## src/rtl/alu4_pkg.sv

```systemverilog
package alu4_pkg;
    localparam int ALU_W = 4;
endpackage

```

## src/rtl/alu4_cond_inv.sv

```systemverilog
module alu4_cond_inv #(
    parameter int W = 4
) (
    input  logic [W-1:0] din,
    input  logic         inv,
    output logic [W-1:0] dout
);
    for (genvar i = 0; i < W; i++) begin : g_xor
        assign dout[i] = din[i] ^ inv;
    end
endmodule

```

## src/rtl/alu4_ripple.sv

```systemverilog
module alu4_ripple #(
    parameter int W = 4
) (
    input  logic [W-1:0] x,
    input  logic [W-1:0] y,
    input  logic         cin,
    output logic [W-1:0] sum,
    output logic         c_into_msb,
    output logic         c_out
);
    logic [W:0] carry;

    assign carry[0] = cin;

    for (genvar i = 0; i < W; i++) begin : g_fa
        assign sum[i]     = x[i] ^ y[i] ^ carry[i];
        assign carry[i+1] = (x[i] & y[i]) | (carry[i] & (x[i] ^ y[i]));
    end

    assign c_into_msb = carry[W-1];
    assign c_out      = carry[W];

    // the bit-level chain must agree with a whole-word addition
    always_comb begin
        p_ripple_sum_r1: assert ({c_out, sum} ==
            ({1'b0, x} + {1'b0, y} + {{W{1'b0}}, cin}))
            else $error("ripple chain disagrees with word sum");
    end
endmodule

```

## src/rtl/alu4_mux_bank.sv

```systemverilog
module alu4_mux_bank #(
    parameter int W = 4
) (
    input  logic [W-1:0] d0,
    input  logic [W-1:0] d1,
    input  logic         sel,
    output logic [W-1:0] y
);
    for (genvar i = 0; i < W; i++) begin : g_mux
        assign y[i] = sel ? d1[i] : d0[i];
    end
endmodule

```

## src/rtl/alu4_mux.sv

```systemverilog
module alu4_mux
    import alu4_pkg::*;
#(
    parameter int W = ALU_W
) (
    input  logic [W-1:0] op_a,
    input  logic [W-1:0] op_b,
    input  logic         sel_logic,
    input  logic         sub_mode,
    output logic [W-1:0] result,
    output logic         ovf
);
    localparam int MSB = W - 1;

    typedef struct packed {
        logic [W-1:0] res;
        logic         ovf;
    } alu_out_t;

    alu_out_t     out_d;
    logic [W-1:0] b_eff;
    logic [W-1:0] sum_w;
    logic [W-1:0] and_w;
    logic [W-1:0] mux_w;
    logic         c_msb;
    logic         c_top;

    alu4_cond_inv #(.W(W)) u_inv (
        .din (op_b),
        .inv (sub_mode),
        .dout(b_eff)
    );

    alu4_ripple #(.W(W)) u_add (
        .x         (op_a),
        .y         (b_eff),
        .cin       (sub_mode),
        .sum       (sum_w),
        .c_into_msb(c_msb),
        .c_out     (c_top)
    );

    assign and_w = op_a & op_b;

    alu4_mux_bank #(.W(W)) u_sel (
        .d0 (sum_w),
        .d1 (and_w),
        .sel(sel_logic),
        .y  (mux_w)
    );

    always_comb begin
        out_d.res = mux_w;
        out_d.ovf = (c_top ^ c_msb) & ~sel_logic;
    end

    assign result = out_d.res;
    assign ovf    = out_d.ovf;

    always_comb begin
        if (sel_logic) begin
            p_and_path_r3: assert (result == (op_a & op_b))
                else $error("logic path result wrong");
            p_no_overflow_r6: assert (!ovf)
                else $error("overflow raised on logic path");
        end else if (!sub_mode) begin
            p_add_r1: assert (result == W'(op_a + op_b))
                else $error("sum wrong");
            p_ovf_add_r4: assert (ovf == ((op_a[MSB] == op_b[MSB]) &&
                                          (result[MSB] != op_a[MSB])))
                else $error("add overflow wrong");
        end else begin
            p_sub_r2: assert (result == W'(op_a - op_b))
                else $error("difference wrong");
            p_ovf_sub_r5: assert (ovf == ((op_a[MSB] != op_b[MSB]) &&
                                          (result[MSB] != op_a[MSB])))
                else $error("sub overflow wrong");
        end
    end
endmodule

```

## config.mk

```make
export PLATFORM = sky130hd
export DESIGN_NAME = alu4_mux
export DESIGN_NICKNAME = d
export VERILOG_FILES = /design/src/rtl/alu4_pkg.sv /design/src/rtl/alu4_cond_inv.sv /design/src/rtl/alu4_ripple.sv /design/src/rtl/alu4_mux_bank.sv /design/src/rtl/alu4_mux.sv
export SDC_FILE = /design/constraint.sdc
export NUM_CORES = 1
export LEC_CHECK = 0
export ABC_CLOCK_PERIOD_IN_PS = 3100
export BUFFER_PORTS_ARGS = -buffer_cell sky130_fd_sc_hd__buf_4
export CELL_PAD_IN_SITES_DETAIL_PLACEMENT = 0
export CELL_PAD_IN_SITES_GLOBAL_PLACEMENT = 2
export CORE_AREA = 2 2 39 41
export DETAILED_ROUTE_END_ITERATION = 8
export DIE_AREA = 0 0 41 43
export GPL_TIMING_DRIVEN = 0
export PLACE_DENSITY_LB_ADDON = 0.1
export SYNTH_ARGS = -nofsm -noshare
export SYNTH_HDL_FRONTEND = slang
export SYNTH_SLANG_ARGS = --single-unit
```

## constraint.sdc

```tcl
create_clock -name vclk -period 3.1
set_input_delay 0.62 -clock vclk [all_inputs]
set_output_delay 0.62 -clock vclk [all_outputs]
set_load 0.01 [all_outputs]
```

Word level (Yosys, flattened, before mapping)

Cells that the tools add are included.

Bits in registers: 0
Latch bits: 0
Memory bits (writable): 0
Memory bits (read-only): 0
Input bits: 10
Output and inout port bits: 5
Word-level logic and storage cells: 32
Memories: 0

Add/sub/neg operators: 0
$mul: 0
Divide/modulo/power cells: 0
Magnitude comparators: 0
Equal/unequal tests: 0
Shift-type cells: 0
Mux-type cells: 4
Bitwise gates (word level): 28
Reductions and logical operators: 0

Operator list:

| cell             | count |
|---|---|
| 1-bit XOR        | 13 |
| 1-bit AND        | 9 |
| 4-bit AND        | 1 |
| 1-bit 2-to-1 mux | 4 |
| 1-bit OR         | 4 |
| 1-bit NOT        | 1 |

Longest topological paths before layout

Gate-level depths: netlist (run 1).

Word-level depth: 12
Gate-level depth with buffers: 6
Mapped depth without buffers: 6

Modules after synthesis

From an unflattened synthesis (run 1), not the netlist that was laid out.

Cells, all modules: 26
Area total of the unflattened synthesis: 227.7 µm²

Modules (own cells, without submodules):

| module        | instances | cells an instance | area each (µm²) | sequential area each (µm²) |
|---|---|---|---|---|
| alu4_ripple   | 1         | 12                | 110.1           | 0.0 |
| alu4_mux_bank | 1         | 4                 | 45.0            | 0.0 |
| alu4_mux      | 1         | 6                 | 37.5            | 0.0 |
| alu4_cond_inv | 1         | 4                 | 35.0            | 0.0 |

Worst setup path before layout (run 1)

Ideal clock, no wire load.

Path type: input to output
Start point: input op_b[0]
End point: output result[3]
Arrival: 2548 ps
Required time: 2480 ps
Slack: -68 ps
Stages on the path: 6
Buffers on the path: 0
Cell sequence: mux2_2 > fa_1 > fa_1 > fa_1 > inv_1 > o21ai_0

Word-level cells in the longest chain between the ends: 10
Elaborated cells between the ends (all ways): 11
Classes of those cells: mux (1); bitwise (10)

RTL lines:

| what               | line                | source |
|---|---|---|
| from (decl)        | alu4_mux.sv:7       | `input logic [W-1:0] op_b,` |
| 1-bit XOR *        | alu4_cond_inv.sv:9  | `assign dout[i] = din[i] ^ inv;` |
| 1-bit XOR          | alu4_ripple.sv:17   | `assign carry[i+1] = (x[i] & y[i]) \| (carry[i] & (x[i] ^ y[i]));` |
| 1-bit AND          | alu4_ripple.sv:17   |  |
| 1-bit OR *         | alu4_ripple.sv:17   |  |
| 1-bit AND *        | alu4_ripple.sv:17   |  |
| 1-bit OR *         | alu4_ripple.sv:17   |  |
| 1-bit AND *        | alu4_ripple.sv:17   |  |
| 1-bit OR *         | alu4_ripple.sv:17   |  |
| 1-bit XOR *        | alu4_ripple.sv:16   | `assign sum[i] = x[i] ^ y[i] ^ carry[i];` |
| 1-bit 2-to-1 mux * | alu4_mux_bank.sv:10 | `assign y[i] = sel ? d1[i] : d0[i];` |
| to (decl)          | alu4_mux.sv:10      | `output logic [W-1:0] result,` |

Mark *: on every way between the ends. The rest lies on a longest branch, timed or not.

Final worst setup path (run 1)

Ends and elaborated chain as after synthesis.

==> results.yml, run 1 <==
sta:
  timing.slew.headroom_pct: 87.0
  setup_tns_ps: -42.2
  fin_ws_ps: -42.2
  timing.fmax_mhz: 318
  period_needed_ps: 3140
  finalCritPeriodShare_pct: 101
  worst_pin_slew_ps: 194
  setup_violations: 1
  rsz0062_at_grt: "true"
  finalHoldViolCount: 0
  slew_viol_final: 0
routing:
  via_per_inst: 3.71
  first_pass_iters: 2
  drc: 0
  vias: 193
  post_drt_wl_per_cell_um: 8.27
  drt_wl_total_um: 430
  first_iter_violations: 1
  ant_nets: 0
placed_design:
  io_buffers: 14
  gp_congestion: 0.582
  dp_hpwl_um: 382
  place_ws_ps: -197
  placed_cells_incl_taps: 51
final_layout:
  fill_cells: 161
  area_growth_pct: 81.6
  multi_input_area_um2: 183
  seq_cell_count: 0
  fin_cells: 52
  regArea_um2: 0
  nClkBuffers: 0
  diodes: 0
  drive_above_1_share_pct: 63.9
  nets: 52
die:
  coreArea_um2: 1380
  dieArea_um2: 1760
  fp.dieH_um: 43
  rows: 14
  io_pins: 15
  die_x_um: 41
  start_util_pct: 13.7
grt:
  grt_pass1_wl_um: 724
  grt_pass1_vias: 178
  gr-total-overflow: 0
  grt_usage_pct: 5.52
  grt_max_degree: 9
  antenna_found_initial: 0
yosys:
  yosys.cell_types.count: 11
  synthTopCellsByArea: "fa_1 (32%), xor2_1 (14%), nand3_1 (7.9%), o21ai_0 (7.9%), mux2_4 (7.9%)"
  synth_nets: 35
  netlist_area_um2: 190
  netlist_instances: 21
  synthDominantCellAreaShare_pct: 31.6
  yosysSeqAreaShare_pct: 0
  synth.avg_cell_area_um2: 9.06
  ys_top_cells_by_count: "fa_1 (3), inv_1 (3), nand3_1 (3), o21ai_0 (3), xor2_1 (3)"
  ys_warn_count: 0
  yosys.area.top_type: "fa_1"
hold_path:
  hp-class: "in2out"
setup_path:
  start_kind: "input pin"
  critPathArrivalTime_ps: 2520
  cp.required_ps: 2480
  cp-end-kind: "output pin"
  critical_path_class: "in2out"
  crit_fanout: 2
pwr:
  p_leak_nw: 0.167
  ir_worst_vdd_uv: 54.2
  power_w: 0.0000747
  power_density_nw_per_um2: 216
run_status:
  status: "finished, violations left"
  violations: "negative setup slack"
run:
  cap_violations: 0
metal layers:
layer / GRT usage, % / vias to the layer above / routed length, um
met3: 0 / 0 / 37
met2: 10.0 / 8 / 233
met4: 0 / 0 / 0
met1: 7.37 / 86 / 159
met5: 0 / - / 0
li1: - / 99 / -
worst paths after layout:
check,startpoint,to,slack [ps],cells after the start
setup / recovery,op_b[0],result[3],-40,8
hold / removal,sel_logic,ovf,1520,3
where the power goes:
group | switching, W | total, W | leakage (nW) | internal (W)
logic | 0.0000317 | 0.0000747 | 0.167 | 0.0000430
registers | 0 | 0 | 0 | 0
clock network | 0 | 0 | 0 | 0
cell families after synthesis:
group / synth area share (%)
xor gates and xnor gates: 18.4
adders and majority gates: 38.2
and+or+nand+nor: 9.86
buffers and inverters: 11.8
AOI/OAI and AO/OA: 7.89
muxes: 13.8
layout by cell type, fill, tap and decap left out:
cell	netlist	final
buf_4	0	13
buf_6	1	3
fa_2	0	3
ha_1	1	1
inv_1	3	2
inv_2	0	1
mux2_4	1	2
nand3_1	3	3
nor2_1	1	1
o21ai_0	3	2
o21ai_2	0	1
xnor2_1	1	1
xor2_1	3	3
what timing repair did:
item	in CTS	in global routing
pin swaps	3	1
setup endpoints to repair	2	2
buffers inserted	1	0
hold endpoints to repair	0	0
hold buffers	0	0
resized for setup	6	2
metrics by stage:
step                cell area, um2  hold slack, ps  util [%]
detailed placement             315            1530      22.8
CTS                            342            1530      24.7
finish                         345            1520      25.0
global route                   345            1550      25.0
floorplan                      190            1390         -
global placement               315            1530      22.8
cell type report:
| cell class | instances | area share (%) |
|---|---|---|
| multi-input combinational | 17 | 52.9 |
| inverter | 3 | 3.26 |
| buffer | 1 | 3.26 |
| tap | 16 | 5.80 |
| timing repair buffer | 15 | 34.8 |
worst max-delay path: stages:
cell and delay (ps):
buf_6 90, mux2_4 290, fa_2 340, fa_2 370
fa_2 550, inv_2 30, o21ai_2 100, buf_4 130
Note: power is estimated with default switching activity, not from simulation.
==> run 2, diff against run 1 <==
- SETUP_SLACK_MARGIN: unset -> 0.3
==> run 2 against run 1 <==
  * The flow still finishes with violations (negative setup slack)
  * Fmax about the same
  * Critical path type unchanged
  * Final cell count up 1.9%
  * Sequential cell count unchanged
  * Routed wire length up 7.4%
  * Core utilization increased by 1.4 points
  * Largest power group unchanged
  * Via count shrank 2.1%
  * Die area stayed put
  * Non-clock buffer count rose by 1
  * Global-route usage rose by 0.60 points
  * Critical path depth stayed put
  * Power increased by 10%
  * Count of clock-buffer cells in the layout is the same
==> results.yml, run 2 (synthesis results as in run 1) <==
routing:
  post_drt_wl_per_cell_um: 8.72
  first_pass_iters: 2
  drt_wl_total_um: 462
  vias: 189
  ant_nets: 0
  drc: 0
  first_iter_violations: 2
  via_per_inst: 3.57
die:
  die_x_um: 41
  start_util_pct: 13.7
  coreArea_um2: 1380
  dieArea_um2: 1760
  io_pins: 15
  rows: 14
  fp.dieH_um: 43
setup_path:
  cp.required_ps: 2480
  start_kind: "input pin"
  cpPeakStageDelay_ps: 550
  crit_path_frequent_cell: "fa_2"
  critical_path_class: "in2out"
  crit_fanout: 2
  slowest_stage: "fa_2"
  critPathArrivalTime_ps: 2520
  cp-end-kind: "output pin"
  path_cells: "buf_8, mux2_4, fa_2, fa_2, fa_2, inv_2, o21ai_2, buf_4"
grt:
  grt_max_degree: 9
  grt_pass1_wl_um: 807
  grt_usage_pct: 6.12
  antenna_found_initial: 0
  grt_pass1_vias: 197
  gr-total-overflow: 0
final_layout:
  drive_above_1_share_pct: 70.3
  mostFrequentLayoutCell: "buf_4"
  seq_cell_count: 0
  nClkBuffers: 0
  nets: 53
  layout_common_cells: "buf_4 (14), xor2_1 (3), nand3_1 (3), fa_2 (3)"
  regArea_um2: 0
  diodes: 0
  area_growth_pct: 91.4
sta:
  fin_ws_ps: -42.0
  setup_tns_ps: -42.0
  rsz0062_at_grt: "true"
  period_needed_ps: 3140
  setup_violations: 1
  slew_viol_final: 0
  finalHoldViolCount: 0
  timing.fmax_mhz: 318
  worst_pin_slew_ps: 198
  finalCritPeriodShare_pct: 101
  timing.slew.headroom_pct: 86.8
hold_path:
  hp-class: "in2out"
pwr:
  power_w: 0.0000824
  power_density_nw_per_um2: 226
  ir_worst_vdd_uv: 87.5
  p_leak_nw: 0.177
placed_design:
  io_buffers: 14
  gp_congestion: 0.595
run:
  cap_violations: 0
run_status:
  status: "finished, violations left"
  violations: "negative setup slack"
clock_network:
  ctsHoldBuffers: 0
run 2: power by group:
group / total (W) / internal, W / switching [W]
sequential: 0 / 0 / 0
combinational: 0.0000824 / 0.0000480 / 0.0000345
clock: 0 / 0 / 0
total: 0.0000824 / 0.0000480 / 0.0000345
run 2: timing repair:
item	CTS	global route
resized for setup	3	4
pin swaps	2	2
setup buffers	1	1
hold endpoints to repair	0	0
setup endpoints to repair	3	3
run 2: per-layer routing:
layer / global-route usage (%) / vias to the layer above / share of wire (%)
met1: 8.65 / 80 / 45
met3: 0 / 0 / 9.3
met2: 10.6 / 9 / 45
met5: 0 / - / 0
met4: 0 / 0 / 0
li1: - / 100 / -
run 2: worst max-delay path, delay by kind of cell:
family	cells	cell delay, ps
AO/OA/AOI/OAI	1	100
multiplexers	1	290
buffers and inverters	3	260
adder cells (fa/ha/maj)	3	1260
run 2: final cells by class:
class / count / area [um2]
inverter: 3 / 11.3
multi-input combinational: 17 / 190
timing repair buffer: 16 / 131
buffer: 1 / 11.3
tap: 16 / 20.0
fill: 154 / 1020
run 2: per-stage QoR:
step / hold WS [ps] / worst slack [ps] / instances / util, % / area (um2)
2_1_floorplan: 1380 / 156 / 21 / - / 205
3_3_place_gp: 1520 / -84.3 / 51 / 23.9 / 330
3_5_place_dp: 1530 / -90.3 / 51 / 23.9 / 330
4_1_cts: 1530 / -57.6 / 52 / 25.0 / 345
5_1_grt: 1540 / -96.2 / 53 / 26.3 / 364
6_report: 1530 / -42.0 / 53 / 26.3 / 364
run 2: path summary, 6_finish.rpt:
kind / start / to / depth (start not counted)
min: sel_logic / ovf / 3
max: op_b[0] / result[3] / 8
==> run 3, diff against run 2 <==
- ABC_CLOCK_PERIOD_IN_PS: 3100 -> 3900
- SYNTH_HIERARCHICAL: unset -> 1
- clock period: 3.1 -> 3.9 ns (I/O delays scaled with it)
==> run 3 against run 2 <==
  * Area after synthesis is 20% higher
  * Combinational power is 19% lower
  * Synthesized cell count grew 24%
  * First-iteration DRC count is 100% lower
  * Power shrank 19%
  * The run now ends clean
  * Sequential share of layout area did not move
  * Routed wire length grew 2.6%
  * Setup slack gained 270 ps
  * Die area unchanged
  * Core utilization is 1.6 points higher
==> results.yml, run 3 <==
grt:
  grt_pass1_vias: 184
  grt_usage_pct: 5.54
  gr-total-overflow: 0
  grt_max_degree: 6
  antenna_found_initial: 0
  grt_pass1_wl_um: 683
sta:
  worst_pin_slew_ps: 192
  finalHoldViolCount: 0
  rsz0062_at_grt: "true"
  timing.fmax_mhz: 272
  finalCritPeriodShare_pct: 94.2
  fin_ws_ps: 228
  timing.slew.headroom_pct: 87.1
  period_needed_ps: 3670
  setup_violations: 0
  setup_tns_ps: 0
  slew_viol_final: 0
routing:
  post_drt_wl_per_cell_um: 8.17
  vias: 211
  first_iter_violations: 0
  drc: 0
  via_per_inst: 3.64
  drt_wl_total_um: 474
  first_pass_iters: 1
  ant_nets: 0
final_layout:
  seq_cell_count: 0
  nClkBuffers: 0
  fill_cells: 151
  mostFrequentLayoutCell: "buf_4"
  nets: 58
  regArea_um2: 0
  final_area_um2: 387
  area_growth_pct: 69.8
  fin_cells: 58
  layout_common_cells: "buf_4 (15), inv_1 (7), and2_1 (4), mux2_2 (4)"
  diodes: 0
  drive_above_1_share_pct: 59.5
pwr:
  power_density_nw_per_um2: 172
  power_w: 0.0000664
  p_leak_nw: 0.198
  ir_worst_vdd_uv: 44.9
die:
  coreArea_um2: 1380
  start_util_pct: 16.5
  die_x_um: 41
  io_pins: 15
  dieArea_um2: 1760
  fp.dieH_um: 43
  rows: 14
placed_design:
  place_ws_ps: 36.6
  gp_congestion: 0.600
  dp_hpwl_um: 417
  dpl_cell_area_um2: 360
  placed_cells_incl_taps: 57
  io_buffers: 15
setup_path:
  crit_fanout: 5
  critical_path_class: "in2out"
  cpPeakStageDelay_ps: 390
  crit_path_frequent_cell: "fa_2"
  cp-end-kind: "output pin"
  start_kind: "input pin"
  critPathArrivalTime_ps: 2890
  slowest_stage: "fa_1"
  cp.required_ps: 3120
  path_cells: "buf_6, xor2_2, fa_2, inv_1, fa_2, fa_2, inv_2, fa_1, mux2_2, buf_4"
yosys:
  synthDominantCellAreaShare_pct: 35.2
  ys_top_cells_by_count: "inv_1 (8), and2_1 (4), fa_1 (4), mux2_2 (4), xor2_1 (4)"
  yosys.cell_types.count: 7
  yosys.area.top_type: "fa_1"
  yosysSeqAreaShare_pct: 0
  ys_warn_count: 6
  synth_nets: 40
  synth.avg_cell_area_um2: 8.76
  netlist_area_um2: 228
  synthTopCellsByArea: "fa_1 (35%), mux2_2 (20%), xor2_1 (15%), inv_1 (13%), and2_1 (11%)"
  yosysMostFrequentCell: "inv_1"
  netlist_instances: 26
clock_network:
  ctsHoldBuffers: 0
run:
  cap_violations: 0
hold_path:
  hp-class: "in2out"
run_status:
  status: "finished, final reports clean"
-- run 3: cell count changes after synthesis --
cell	previous run	this run
inv_1	3	8
mux2_2	1	4
mux2_4	1	0
buf_6	1	0
xor2_1	3	4
nand3_1	3	0
ha_1	1	0
fa_1	3	4
o21ai_0	3	0
and2_1	0	4
-- run 3: cell type report --
class	count	area, um2	area share, %
inverters	8	30.0	7.77
repair buffers	16	124	32.0
well taps	16	20.0	5.18
multi-input cells	18	213	55.0
-- run 3: stage by stage --
| step | utilization [%] | hold slack (ps) |
|---|---|---|
| floorplan | - | 1610 |
| global placement | 26.0 | 1860 |
| detailed placement | 26.0 | 1870 |
| CTS | 27.9 | 1870 |
| global route | 27.9 | 1880 |
| finish | 27.9 | 1860 |
-- run 3: cell families (layout without fill, tap and decap cells) --
logic type                 count (synthesis)  count (layout)  share of synthesized area [%]
adders and majority gates                  4               4                           35.2
xor gates and xnor gates                   5               5                           19.2
and+or+nand+nor                            5               5                           12.6
muxes                                      4               4                           19.8
buffers and inverters                      8              24                           13.2
-- run 3: final timing paths --
path,start,endpoint,slack (ps),cells past startpoint
setup / recovery,sub_mode,result[3],230,10
hold / removal,sel_logic,ovf,1860,3
-- run 3: repair_timing --
action,in CTS,in global routing
setup endpoints to repair,1,1
hold endpoints to repair,0,0
pin swaps,2,2
setup buffers,1,0
resized for setup,6,0
-- run 3: power by group --
part           switching [W]   total, W  internal [W]
combinational      0.0000284  0.0000664     0.0000380
clock                      0          0             0
sequential                 0          0             0
-- run 3: per-layer routing --
layer / global-route usage, % / vias up / wire (um)
met5: 0 / - / 0
met4: 0 / 0 / 0
met3: 0 / 0 / 51
met2: 9.69 / 11 / 232
met1: 7.82 / 94 / 191
li1: - / 106 / -
-- run 3: worst max-delay path, delay by kind of cell --
family / cells / cell delay, ps
xor+xnor: 1 / 180
fa+ha+maj: 4 / 1270
buf+inv: 4 / 380
mux: 1 / 270
